**src/rtl/tpw_pkg.sv**
```systemverilog
package tpw_pkg;
  localparam logic [7:0] TPW_A_AOFF_HI = 8'hA1;
  localparam logic [7:0] TPW_A_AOFF_LO = 8'hA2;
  localparam logic [7:0] TPW_A_ENABLE  = 8'hA3;
  localparam logic [7:0] TPW_A_PER_LO  = 8'hA4;
  localparam logic [7:0] TPW_A_PER_HI  = 8'hA5;
  localparam logic [7:0] TPW_A_DUTY_LO = 8'hA6;
  localparam logic [7:0] TPW_A_DUTY_HI = 8'hA7;
endpackage

```
**src/rtl/tpw_regs.sv**
```systemverilog
module tpw_regs #(
  parameter int DATA_W = 8,
  localparam int CNT_W = 2 * DATA_W
) (
  input  logic              clk,
  input  logic              rst,
  input  logic              wr_en,
  input  logic [7:0]        wr_addr,
  input  logic [DATA_W-1:0] wr_data,
  input  logic              expire,
  output logic              en,
  output logic [CNT_W-1:0]  period,
  output logic [CNT_W-1:0]  duty,
  output logic              per_commit,
  output logic              aoff_load,
  output logic [CNT_W-1:0]  aoff_val
);
  import tpw_pkg::*;

  logic [DATA_W-1:0] per_stage, duty_stage, aoff_stage;

  assign per_commit = wr_en && (wr_addr == TPW_A_PER_LO);
  assign aoff_load  = wr_en && (wr_addr == TPW_A_AOFF_LO);
  assign aoff_val   = {aoff_stage, wr_data};

  always_ff @(posedge clk) begin
    if (rst) begin
      en         <= 1'b0;
      period     <= '0;
      duty       <= '0;
      per_stage  <= '0;
      duty_stage <= '0;
      aoff_stage <= '0;
    end else begin
      // expiry first so that a host write to the enable register wins
      if (expire) en <= 1'b0;
      if (wr_en) begin
        case (wr_addr)
          TPW_A_AOFF_HI: aoff_stage <= wr_data;
          TPW_A_ENABLE:  en         <= wr_data[0];
          TPW_A_PER_LO:  period     <= {per_stage, wr_data};
          TPW_A_PER_HI:  per_stage  <= wr_data;
          TPW_A_DUTY_LO: duty       <= {duty_stage, wr_data};
          TPW_A_DUTY_HI: duty_stage <= wr_data;
          default: ;
        endcase
      end
    end
  end
endmodule

```
**src/rtl/tpw_tick.sv**
```systemverilog
module tpw_tick #(
  parameter int CLK_PER_TICK = 8,
  localparam int PW = (CLK_PER_TICK > 1) ? $clog2(CLK_PER_TICK) : 1
) (
  input  logic clk,
  input  logic rst,
  input  logic clear,
  output logic tick
);
  generate
    if (CLK_PER_TICK == 1) begin : g_every
      assign tick = 1'b1;
    end else begin : g_div
      localparam logic [PW-1:0] LAST = PW'(CLK_PER_TICK - 1);
      logic [PW-1:0] presc;
      always_ff @(posedge clk) begin
        if (rst || clear)       presc <= '0;
        else if (presc == LAST) presc <= '0;
        else                    presc <= presc + 1'b1;
      end
      assign tick = (presc == LAST);
    end
  endgenerate
endmodule

```
**src/rtl/tpw_core.sv**
```systemverilog
module tpw_core #(
  parameter int CNT_W = 16
) (
  input  logic             clk,
  input  logic             rst,
  input  logic             tick,
  input  logic             en,
  input  logic             per_commit,
  input  logic [CNT_W-1:0] period,
  input  logic [CNT_W-1:0] duty,
  output logic             restart,
  output logic [CNT_W-1:0] cnt,
  output logic             pwm_out
);
  logic en_q;
  logic at_end;

  assign restart = (en && !en_q) || per_commit;
  assign at_end  = (cnt >= period - 1'b1);

  always_ff @(posedge clk) begin
    if (rst) en_q <= 1'b0;
    else     en_q <= en;
  end

  always_ff @(posedge clk) begin
    if (rst || !en || restart || period == '0) cnt <= '0;
    else if (tick)                             cnt <= at_end ? '0 : cnt + 1'b1;
  end

  always_ff @(posedge clk) begin
    if (rst) pwm_out <= 1'b0;
    else     pwm_out <= en && (period != '0) && ((duty >= period) || (cnt < duty));
  end
endmodule

```
**src/rtl/tpw_autooff.sv**
```systemverilog
module tpw_autooff #(
  parameter int CNT_W        = 16,
  parameter int TICKS_PER_MS = 8000,
  localparam int MW = (TICKS_PER_MS > 1) ? $clog2(TICKS_PER_MS) : 1
) (
  input  logic             clk,
  input  logic             rst,
  input  logic             tick,
  input  logic             en,
  input  logic             load,
  input  logic [CNT_W-1:0] load_val,
  output logic [CNT_W-1:0] remaining,
  output logic             expire
);
  localparam logic [MW-1:0] MS_LAST = MW'(TICKS_PER_MS - 1);

  logic [MW-1:0] ms_cnt;
  logic          armed;
  logic          ms_done;

  assign armed   = (remaining != '1);
  assign ms_done = tick && (ms_cnt == MS_LAST);
  assign expire  = armed && en && (remaining == '0);

  always_ff @(posedge clk) begin
    if (rst || load || !(armed && en)) ms_cnt <= '0;
    else if (ms_done)                  ms_cnt <= '0;
    else if (tick)                     ms_cnt <= ms_cnt + 1'b1;
  end

  always_ff @(posedge clk) begin
    if (rst)                                               remaining <= '0;
    else if (load)                                         remaining <= load_val;
    else if (armed && en && ms_done && remaining != '0)    remaining <= remaining - 1'b1;
  end
endmodule

```
**src/rtl/tick_pwm_unit.sv**
```systemverilog
module tick_pwm_unit #(
  parameter int DATA_W       = 8,
  parameter int CLK_PER_TICK = 8,
  parameter int TICKS_PER_MS = 8000,
  localparam int CNT_W       = 2 * DATA_W
) (
  input  logic              clk,
  input  logic              rst,
  input  logic              wr_en,
  input  logic [7:0]        wr_addr,
  input  logic [DATA_W-1:0] wr_data,
  output logic              pwm_out
);
  logic             en, per_commit, aoff_load, expire, restart, tick;
  logic [CNT_W-1:0] period, duty, aoff_val, remaining, cnt;

  tpw_regs #(.DATA_W(DATA_W)) u_regs (
    .clk(clk), .rst(rst), .wr_en(wr_en), .wr_addr(wr_addr), .wr_data(wr_data),
    .expire(expire), .en(en), .period(period), .duty(duty),
    .per_commit(per_commit), .aoff_load(aoff_load), .aoff_val(aoff_val)
  );

  tpw_tick #(.CLK_PER_TICK(CLK_PER_TICK)) u_tick (
    .clk(clk), .rst(rst), .clear(restart), .tick(tick)
  );

  tpw_core #(.CNT_W(CNT_W)) u_core (
    .clk(clk), .rst(rst), .tick(tick), .en(en), .per_commit(per_commit),
    .period(period), .duty(duty), .restart(restart), .cnt(cnt), .pwm_out(pwm_out)
  );

  tpw_autooff #(.CNT_W(CNT_W), .TICKS_PER_MS(TICKS_PER_MS)) u_aoff (
    .clk(clk), .rst(rst), .tick(tick), .en(en), .load(aoff_load),
    .load_val(aoff_val), .remaining(remaining), .expire(expire)
  );
endmodule

```
**config.mk**
```make
export PLATFORM = sky130hd
export DESIGN_NAME = tick_pwm_unit
export DESIGN_NICKNAME = d
export VERILOG_FILES = /design/src/rtl/tpw_pkg.sv /design/src/rtl/tpw_regs.sv /design/src/rtl/tpw_tick.sv /design/src/rtl/tpw_core.sv /design/src/rtl/tpw_autooff.sv /design/src/rtl/tick_pwm_unit.sv
export SDC_FILE = /design/constraint.sdc
export NUM_CORES = 1
export LEC_CHECK = 0
export CORE_MARGIN = 3
export CORE_UTILIZATION = 66
export DETAILED_ROUTE_END_ITERATION = 10
export PLACE_DENSITY = 0.91
export SLEW_MARGIN = 20
export SYNTH_ARGS = -nofsm -noshare
export SYNTH_HDL_FRONTEND = slang
export SYNTH_SLANG_ARGS = --single-unit
```
**constraint.sdc**
```tcl
create_clock -name clk -period 8.05 [get_ports clk]
set_input_delay 1.61 -clock clk [delete_from_list [all_inputs] [get_ports clk]]
set_output_delay 1.61 -clock clk [all_outputs]
set_load 0.005 [all_outputs]
```
==> Word-level counts from Yosys, hierarchy flattened <==
Index checks and enable logic that the tools add are counted.
{ "word_totals": {"register_bits": 107, "inputBits": 19, "output_inout_bits": 1, "word_cells": 69} }
{ "classes": {"addsub": 5, "order_cmp": 3, "n_eq_ne": 10, "mux": 6, "reduce_logical": 33} }
{ "op_table": {"columns": ["op", "count"], "rows": [
  ["$eq A8 B8 Y1 const B", 7],
  ["$mux W16", 3],
  ["$ge A16 B16 Y1", 2],
  ["$logic_not A16 Y1", 2],
  ["$reduce_bool A16 Y1", 2],
  ["$sub A16 B1 Y16 const B", 2],
  ["$add A16 B1 Y16 const B", 1],
  ["$lt A16 B16 Y1", 1],
  ["$ne A16 B16 Y1 const B", 1],
  ["$add A13 B1 Y13 const B", 1],
  ["$eq A13 B13 Y1 const B", 1],
  ["$logic_and A1 B1 Y1", 10],
  ["$reduce_and A2 Y1", 5],
  ["$logic_or A1 B1 Y1", 8],
  ["$reduce_or A2 Y1", 2],
  ["$add A3 B1 Y3 const B", 1],
  ["$eq A3 B3 Y1 const B", 1],
  ["$logic_not A1 Y1", 3],
  ["$mux W1", 3],
  ["$reduce_bool A2 Y1", 1]
]} }

==> Depth between registers and ports, before layout <==
Gate-level depths: netlist of run 1.
{ "logic_depth": {"depth_word": 6, "mapped_depth": 12, "ltp_nobuf": 11} }

==> By module <==
A second synthesis of run 1 with hierarchy kept.
{ "unflattened": {"cells_unflattened": 682, "hier_area_um2": 6328.6} }
{ "modules_own_cells": {"columns": ["mod", "instances", "cells_each", "area_per_inst_um2", "seq_area_each_um2"], "rows": [
  ["tpw_regs", 1, 216, 2399.8, 1141.1],
  ["tpw_core", 1, 265, 2179.6, 360.3],
  ["tpw_autooff", 1, 193, 1640.3, 580.6],
  ["tpw_tick", 1, 8, 108.9, 60.1]
]} }

==> Worst setup path before layout of run 1 <==
OpenSTA, ideal clock, no wires.
{ "synth_path": {"kind": "input to register", "start": "in wr_addr[3]", "end": "reg u_regs.duty[0]", "setup_ns": 0.128, "arrival_ns": 3.303, "t_required_ns": 7.922, "path_slack_ns": 4.620, "path_stages": 5, "path_buffers": 1, "path_cell_list": "or4b_1 nor3_2 buf_2 mux2i_1 nor2_1"} }
{ "synth_via": {"elab_chain_len": 2} }
{ "synth_lines": {"columns": ["element", "line", "rtl"], "rows": [
  ["start, declared", "tick_pwm_unit.sv:10", "input logic [7:0] wr_addr,"],
  ["$eq A8 B8 Y1", "tpw_regs.sv:38", "case (wr_addr)"],
  ["$reduce_and A2 Y1 (no source line)", null, null],
  ["end signal, assigned", "tpw_regs.sv:43", "TPW_A_DUTY_LO: duty <= {duty_stage, wr_data};"],
  ["end, declared", "tpw_regs.sv:13", "output logic [CNT_W-1:0] duty,"]
]} }
Every way passes these cells.
A chain may end at the register's enable or synchronous reset.

==> Final worst setup path of run 1 <==
{ "layout_path": {"start": "reg u_regs.period[2]", "end": "reg u_core.cnt[2]"} }
{ "layout_via": {"elab_chain_len": 3, "elab_cells_between_ends": 5, "cone_classes": "add/sub: 1; order compare: 1; mux: 1; reduce/logical: 2"} }
{ "layout_lines": {"columns": ["element", "line", "rtl"], "rows": [
  ["start, declared", "tpw_regs.sv:12", "output logic [CNT_W-1:0] period,"],
  ["start signal, assigned", "tpw_regs.sv:41", "TPW_A_PER_LO: period <= {per_stage, wr_data};"],
  ["$sub A16 B1 Y16", "tpw_core.sv:19", "assign at_end = (cnt >= period - 1'b1);"],
  ["$ge A16 B16 Y1", "tpw_core.sv:19", null],
  ["$mux W16", "tpw_core.sv:28", "else if (tick) cnt <= at_end ? '0 : cnt + 1'b1;"],
  ["end signal, assigned", "tpw_core.sv:28", null],
  ["end, declared", "tpw_core.sv:12", "output logic [CNT_W-1:0] cnt,"]
]} }
Parallel ways exist; a longest one is shown, timed or not.

==> results.md, run 1 <==
* Status: finished clean
* Placed Area at ~6300 µm²
* First-pass GRT wire length at about 23000 µm
* Clock sinks at roughly 110
* Post-CTS Setup Bufs at 0
* Mapped Cells at ~700
* Startpoint Class: flop
* Synthesized flop and latch total at 107
* Distinct cell type count after synthesis at slightly above 50
* Register area share after synthesis at 0.3569
* Required @ worst endpoint at around 8.3 ns
* Antenna viol nets, final at 0
* Proportion of layout cells with a drive suffix above 1 at 0.04888
* Row count at 34
* Fin. Hold Viols at 0
* WP data arrival at between 4 and 5 ns
* Top cells by area, synth: dfxtp_1, ha_1, mux2i_1
* CTS hold repair buffers at 0
* DR vias/cell at about 6
* Final worst slack at 4.066 ns
* Resized cells post-CTS at 0
* Ant diodes at 0
* Die Y at between 100 and 150 µm
* Yosys top cell by area: dfxtp_1
* Async S/R FF share, synth at 0
* Synth top area share at 0.3569
* Setup Slack @ Placement at between 3 and 4 ns
* Overall global routing resource usage at 0.2725
* Design area at ~6500 µm²
* Worst slew margin at 0.3431
* Final Critical Period at about 4 ns
* CORE AREA at just under 9000 µm²
* Maximum clock path buffer count at 2
* Initial Utilization at 0.6849
* Reg-to-reg critical path startpoint: u_regs.period[2]
* Iteration-0 DRC Markers at 235
* DP HPWL at between 9000 and 10000 µm
* EDFF count, synth at 0
* Layout overhead on the synthesized area at 7.651%
* Max Freq at between 200 and 300 MHz
* IO buf count at 19
* Largest net degree at the start of global routing at 76
* Worst vdd ir at 72.35 µV
* Master of the slowest instance on the critical path: a21boi_0
* Synth Area per Inst at 8.599 µm²
* CTS tree: done
* Setup TNS Final at 0 ns
* Most used DFF post-synth: dfxtp_1
* Critical Path End Type: flop
* HP Class: flop to flop
* Final core occ at 0.7373
* End point of the critical path: u_core.cnt[2]
* Vias in the first global route at 4830
* Tcrit/Tclk final at 0.4949
* DRC at 0
* Syn nets at between 700 and 800
* Worst Tran Pin Value at just under 1 ns
* CP Buf/Inv Count at 1
* Critical path type: flop to flop
* Biggest cell delay along the critical path at around 0.7 ns
* Root cell of the clock tree: clkbuf_8
* Worst R2R Path Depth at 12
* Clk pin slew, worst setup/hold paths at roughly 0.090 ns
* Via count of the routed design at 5062
* Most numerous cell in the Yosys netlist: nor2_1
* Max Transition Viols Final at 0
* Critical Path, Cell by Cell: or4_1 > nor2_1 > nand2_1 > or4_1 > xnor2_1 > ha_1 > nand4_1 > nor4_1 > a22oi_1 > a21boi_0 > buf_4 > nor2_1
* Drt wl/cell at 16.54 µm
* Reg2Reg Setup Slack at 4.07 ns
* Skew-Pair Late Insertion Delay at ~0.37 ns
* Initial antenna violation count at 0
* Nets@finish at about 790
* Capture point of the worst reg-to-reg path: u_core.cnt[2]
* GP Congestion at ~0.9
* Start point of the critical path: u_regs.period[2]
* Max-cap viol count at 0
* RSZ-0062 raised after global routing: no
* Top cells by count, synth: nor2_1, dfxtp_1, mux2i_1
* Die X at a little over 100 µm
* Family with the most delay on the worst path: simple AND/OR/NAND/NOR gates
* Lkg Pwr at approximately 2.5 nW
* Critical path depth at 12
* First drt pass iteration count at 5
* Warning count from the yosys run at 0
* H-tree levels at 3
* I/O pins at 20
* Worst-path maximum fanout at 8
* Total grt overflow at 0
* Pwr dens at 136.7 nW/µm²
* Drt total wl at roughly 14000 µm
* Setup Skew at 0.01090 ns
* Die area at between 10000 and 15000 µm²
* CTS Buf Count at 9
* Finish-stage setup viols at 0
* Synthesized area at approximately 6000 µm²
[final cells by class]
class / instances / area (µm²)
clock inverter: 4 / 48.80
inverter: 44 / 165.2
timing repair buffer: 24 / 222.7
clock buffer: 12 / 135.1
fill: 647 / 2302
multi-input combinational: 525 / 3612
tap: 108 / 135.1
sequential: 107 / 2142
[routing by layer]
metal	up-vias	global-route usage	part of all wire
li1	2480	-	-
met1	2407	0.3426	0.43
met2	141	0.4748	0.51
met3	34	0.04201	0.043
met4	0	0.09407	0.022
met5	-	0	0
[through the flow]
stage / hold WS [ns] / total power [mW] / cells
final: 0.4367 / 0.8835 / 824
after detailed placement: 0.4261 / 0.5744 / 808
after floorplan: 0.3984 / 0.5569 / 698
after CTS: 0.4400 / 0.8888 / 824
after global routing: 0.4681 / 0.9094 / 824
after global placement: 0.4067 / 0.5730 / 808
[how the worst min path moves through the flow]
stage,startpoint,endpoint,slack [ns],depth (start not counted)
finish,u_tick.g_div.presc[0],u_tick.g_div.presc[0],0.44,1
global route,u_tick.g_div.presc[0],u_tick.g_div.presc[0],0.47,1
CTS,u_tick.g_div.presc[0],u_tick.g_div.presc[0],0.44,1
detailed placement,u_tick.g_div.presc[0],u_tick.g_div.presc[0],0.43,1
global placement,u_tick.g_div.presc[0],u_tick.g_div.presc[0],0.41,1
floorplan,u_tick.g_div.presc[0],u_tick.g_div.presc[0],0.40,1
[flip-flops by register name, summed over array words and instances (netlist names)]
name                count
u_regs.aoff_stage       8
u_core.en_q             1
u_regs.duty_stage       8
u_regs.per_stage        8
u_aoff.remaining       16
u_tick.g_div.presc      3
u_core.cnt             16
u_regs.en               1
u_aoff.ms_cnt          13
u_regs.period          16
u_core.pwm_out          1
u_regs.duty            16
[logic make-up after synthesis]
logic type	synth area share
AO/OA/AOI/OAI	0.09714
XOR/XNOR	0.05691
adder cells (fa/ha/maj)	0.1147
buffers and inverters	0.04211
flip-flops	0.3569
multiplexers	0.09840
AND/OR/NAND/NOR	0.2339
[worst reg2reg max path, delay by kind of cell, from the launching register on]
family / cells / cell delay (ns)
and+or+nand+nor: 7 / 1.88
AOI/OAI and AO/OA: 2 / 0.87
DFF: 1 / 0.39
adders and majority gates: 1 / 0.30
buffers and inverters: 1 / 0.29
xor gates and xnor gates: 1 / 0.15
[layout by cell type (no fill, tap or decap), drive strengths merged, types with 5 or more instances in the layout]
cell type      instances
a211oi                 5
a21oi                 24
a311oi                10
and2                   7
and3                   5
buf                    6
clkbuf                12
clkdlybuf4s50         18
dfxtp                107
ha                    55
inv                   45
mux2i                 59
nand2                 43
nand2b                 6
nand3                 20
nand3b                 7
nand4                 19
nor2                 122
nor3                  14
nor4                  13
o21ai                 25
or3                    9
or4                    8
xnor2                 28
xor2                  11
[where the power goes]
part	switching, mW	total (mW)	internal (mW)
Combinational	0.0189	0.0314	0.0125
Sequential	0.000905	0.531	0.531
Clock	0.176	0.321	0.145
Power figures use the tool's default switching activity.
==> inputs of run 2 (changes only) <==
--- a/config.mk
+++ b/config.mk
@@ -6,9 +6,9 @@
 export NUM_CORES = 1
 export LEC_CHECK = 0
 export CORE_MARGIN = 3
-export CORE_UTILIZATION = 66
+export CORE_UTILIZATION = 62
 export DETAILED_ROUTE_END_ITERATION = 10
-export PLACE_DENSITY = 0.91
+export PLACE_DENSITY = 0.86
 export SLEW_MARGIN = 20
 export SYNTH_ARGS = -nofsm -noshare
 export SYNTH_HDL_FRONTEND = slang
==> constraint.sdc (replaced) <==
create_clock -name clk -period 3.78 [get_ports clk]
set_input_delay 0.756 -clock clk [delete_from_list [all_inputs] [get_ports clk]]
set_output_delay 0.756 -clock clk [all_outputs]
set_load 0.005 [all_outputs]
==> run 2 against run 1 <==
Net effect:
- combinational power increased by 110%
- power increased by 110%
- final area increased by 0.77%
- register-to-register slack got worse by 3.6 ns
- flip-flop and latch count unchanged
- sequential power increased by 110%
- first-iteration DRC count increased by 31%
- die area increased by 6.1%
- clock-buffer cell count decreased by 3
- core utilization decreased by 3.9 points
- maximum frequency increased by 21%
- critical endpoint is now u_core.cnt[5]
- largest cell class unchanged
==> results.md, run 2 (synthesized netlist as in run 1, its figures left out) <==
* Max Transition Viols Final at 0 (unchanged)
* Nets@finish at 788 (+0.38%)
* Root cell of the clock tree: clkbuf_8
* CTS tree: done
* First drt pass iteration count at 5 (unchanged)
* Worst hold slack at 0.4288 ns (-0.007973 ns)
* Critical path type: flop to flop
* Die X at 104.4 µm (+3.0%)
* Die Y at 104.4 µm (+3.0%)
* Fin. Hold Viols at 0 (unchanged)
* WP data arrival at 3.57 ns (-0.68 ns)
* CORE AREA at 9328 µm² (+6.4%)
* Via count of the routed design at 5024 (-0.75%)
* Drt total wl at 13630 µm (about the same)
* Initial antenna violation count at 0 (unchanged)
* DP HPWL at 9985 µm (+0.75%)
* I/O pins at 20 (unchanged)
* Lkg Pwr at 2.516 nW (about the same)
* Layout overhead on the synthesized area at 8.484%
* First-pass GRT wire length at 23390 µm (+3.1%)
* Antenna viol nets, final at 0 (unchanged)
* Post-CTS Setup Bufs at 0 (unchanged)
* Tcrit/Tclk final at 0.8701 (+0.3752)
* DR vias/cell at 5.925 (-3.6%)
* Clk pin slew, worst setup/hold paths at 0.11 ns (+0.02 ns)
* HP Class: flop to flop
* Status: finished clean
* Critical Path End Type: flop
* Drt wl/cell at 16.08 µm (-2.8%)
* Startpoint Class: flop
* Required @ worst endpoint at 4.06 ns (-4.26 ns)
* Max-cap viol count at 0 (unchanged)
* Worst slew margin at 0.5566 (+0.2134)
* Leading cell types in the layout, fill and taps excluded: nor2_1, dfxtp_1, mux2i_1
* Pwr dens at 286.7 nW/µm² (+110%)
* Commonest non-fill, non-tap cell in the layout: nor2_1
* H-tree levels at 3 (unchanged)
* CTS Buf Count at 9 (unchanged)
* Largest net degree at the start of global routing at 67 (-12%)
* Setup TNS Final at 0 ns (unchanged)
* DRC at 0 (unchanged)
* Proportion of layout cells with a drive suffix above 1 at 0.05702 (+0.008141)
* Iteration-0 DRC Markers at 308 (+31%)
* GP Congestion at 0.9577 (+6.4%)
* Clock sinks at 107 (unchanged)
* Ant diodes at 0 (unchanged)
* Worst Tran Pin Value at 0.6591 ns (-0.3187 ns)
* Resized cells post-CTS at 0 (unchanged)
* Finish-stage setup viols at 0 (unchanged)
* Initial Utilization at 0.6435 (-0.04143)
* Setup Skew at 0.01570 ns (+0.004800 ns)
* Overall global routing resource usage at 0.2597 (-0.01281)
* Die area at 10900 µm² (+6.1%)
* Vias in the first global route at 5059 (+4.7%)
* IO buf count at 19 (unchanged)
* Worst-path maximum fanout at 14 (+6)
* Max Freq at 304.1 MHz (+21%)
* Final Critical Period at 3.289 ns (-0.6949 ns)
* CTS hold repair buffers at 0 (unchanged)
* Worst vdd ir at 304.0 µV (+320%)
* Row count at 35 (+2.9%)
* Total grt overflow at 0 (unchanged)
* Maximum clock path buffer count at 2 (unchanged)
* Final core occ at 0.6981 (-0.03924)
* RSZ-0062 raised after global routing: no
* Skew-Pair Late Insertion Delay at 0.38 ns (about the same)
## run 2: stage by stage
| stage | instances | cell area [µm²] | setup slack, ns | total power, mW |
|---|---|---|---|---|
| final | 848 | 6511 | 0.4911 | 1.867 |
| after global routing | 848 | 6511 | 0.2776 | 1.930 |
| after global placement | 832 | 6326 | 0.6329 | 1.221 |
| after CTS | 848 | 6511 | 0.4953 | 1.875 |
| after floorplan | 698 | 6002 | 0.4274 | 1.186 |
| after detailed placement | 832 | 6326 | 0.5535 | 1.223 |
## run 2: where the power goes
part	switching, mW	internal [mW]
Combinational	0.0392	0.0267
Sequential	0.00189	1.13
Clock	0.419	0.250
Total	0.460	1.41
## run 2: worst max-delay path, cell delays in order (launching register included)
cell	delay, ns
dfxtp_1	0.37
or4_1	0.59
nor2_1	0.24
nand2_1	0.13
or4_1	0.43
xnor2_1	0.15
ha_1	0.30
nand4_1	0.11
nor4_1	0.27
a22oi_1	0.14
a21boi_0	0.18
buf_4	0.22
nor2_1	0.07
## run 2: worst paths after layout
path | from | to | slack [ns] | cells past startpoint
max | u_regs.period[2] | u_core.cnt[5] | 0.49 | 12
min | u_tick.g_div.presc[0] | u_tick.g_div.presc[0] | 0.43 | 1
max reg2reg | u_regs.period[2] | u_core.cnt[5] | 0.49 | 12
min reg2reg | u_tick.g_div.presc[0] | u_tick.g_div.presc[0] | 0.43 | 1
## run 2: area by class of cell
cell class,instances,area (µm²)
timing repair buffer,27,245.2
clock buffer,9,123.9
multi-input combinational,525,3612
inverter,44,165.2
sequential,107,2142
fill,704,2816
clock inverter,7,61.31
tap,129,161.4
## run 2: routing by layer
layer	share of wire	routed length [µm]	up-vias	track usage
met2	0.50	6848	143	0.4451
met3	0.049	671	39	0.05090
met1	0.42	5763	2363	0.3193
met5	0	0	-	0
met4	0.026	350	0	0.1035
li1	-	-	2479	-
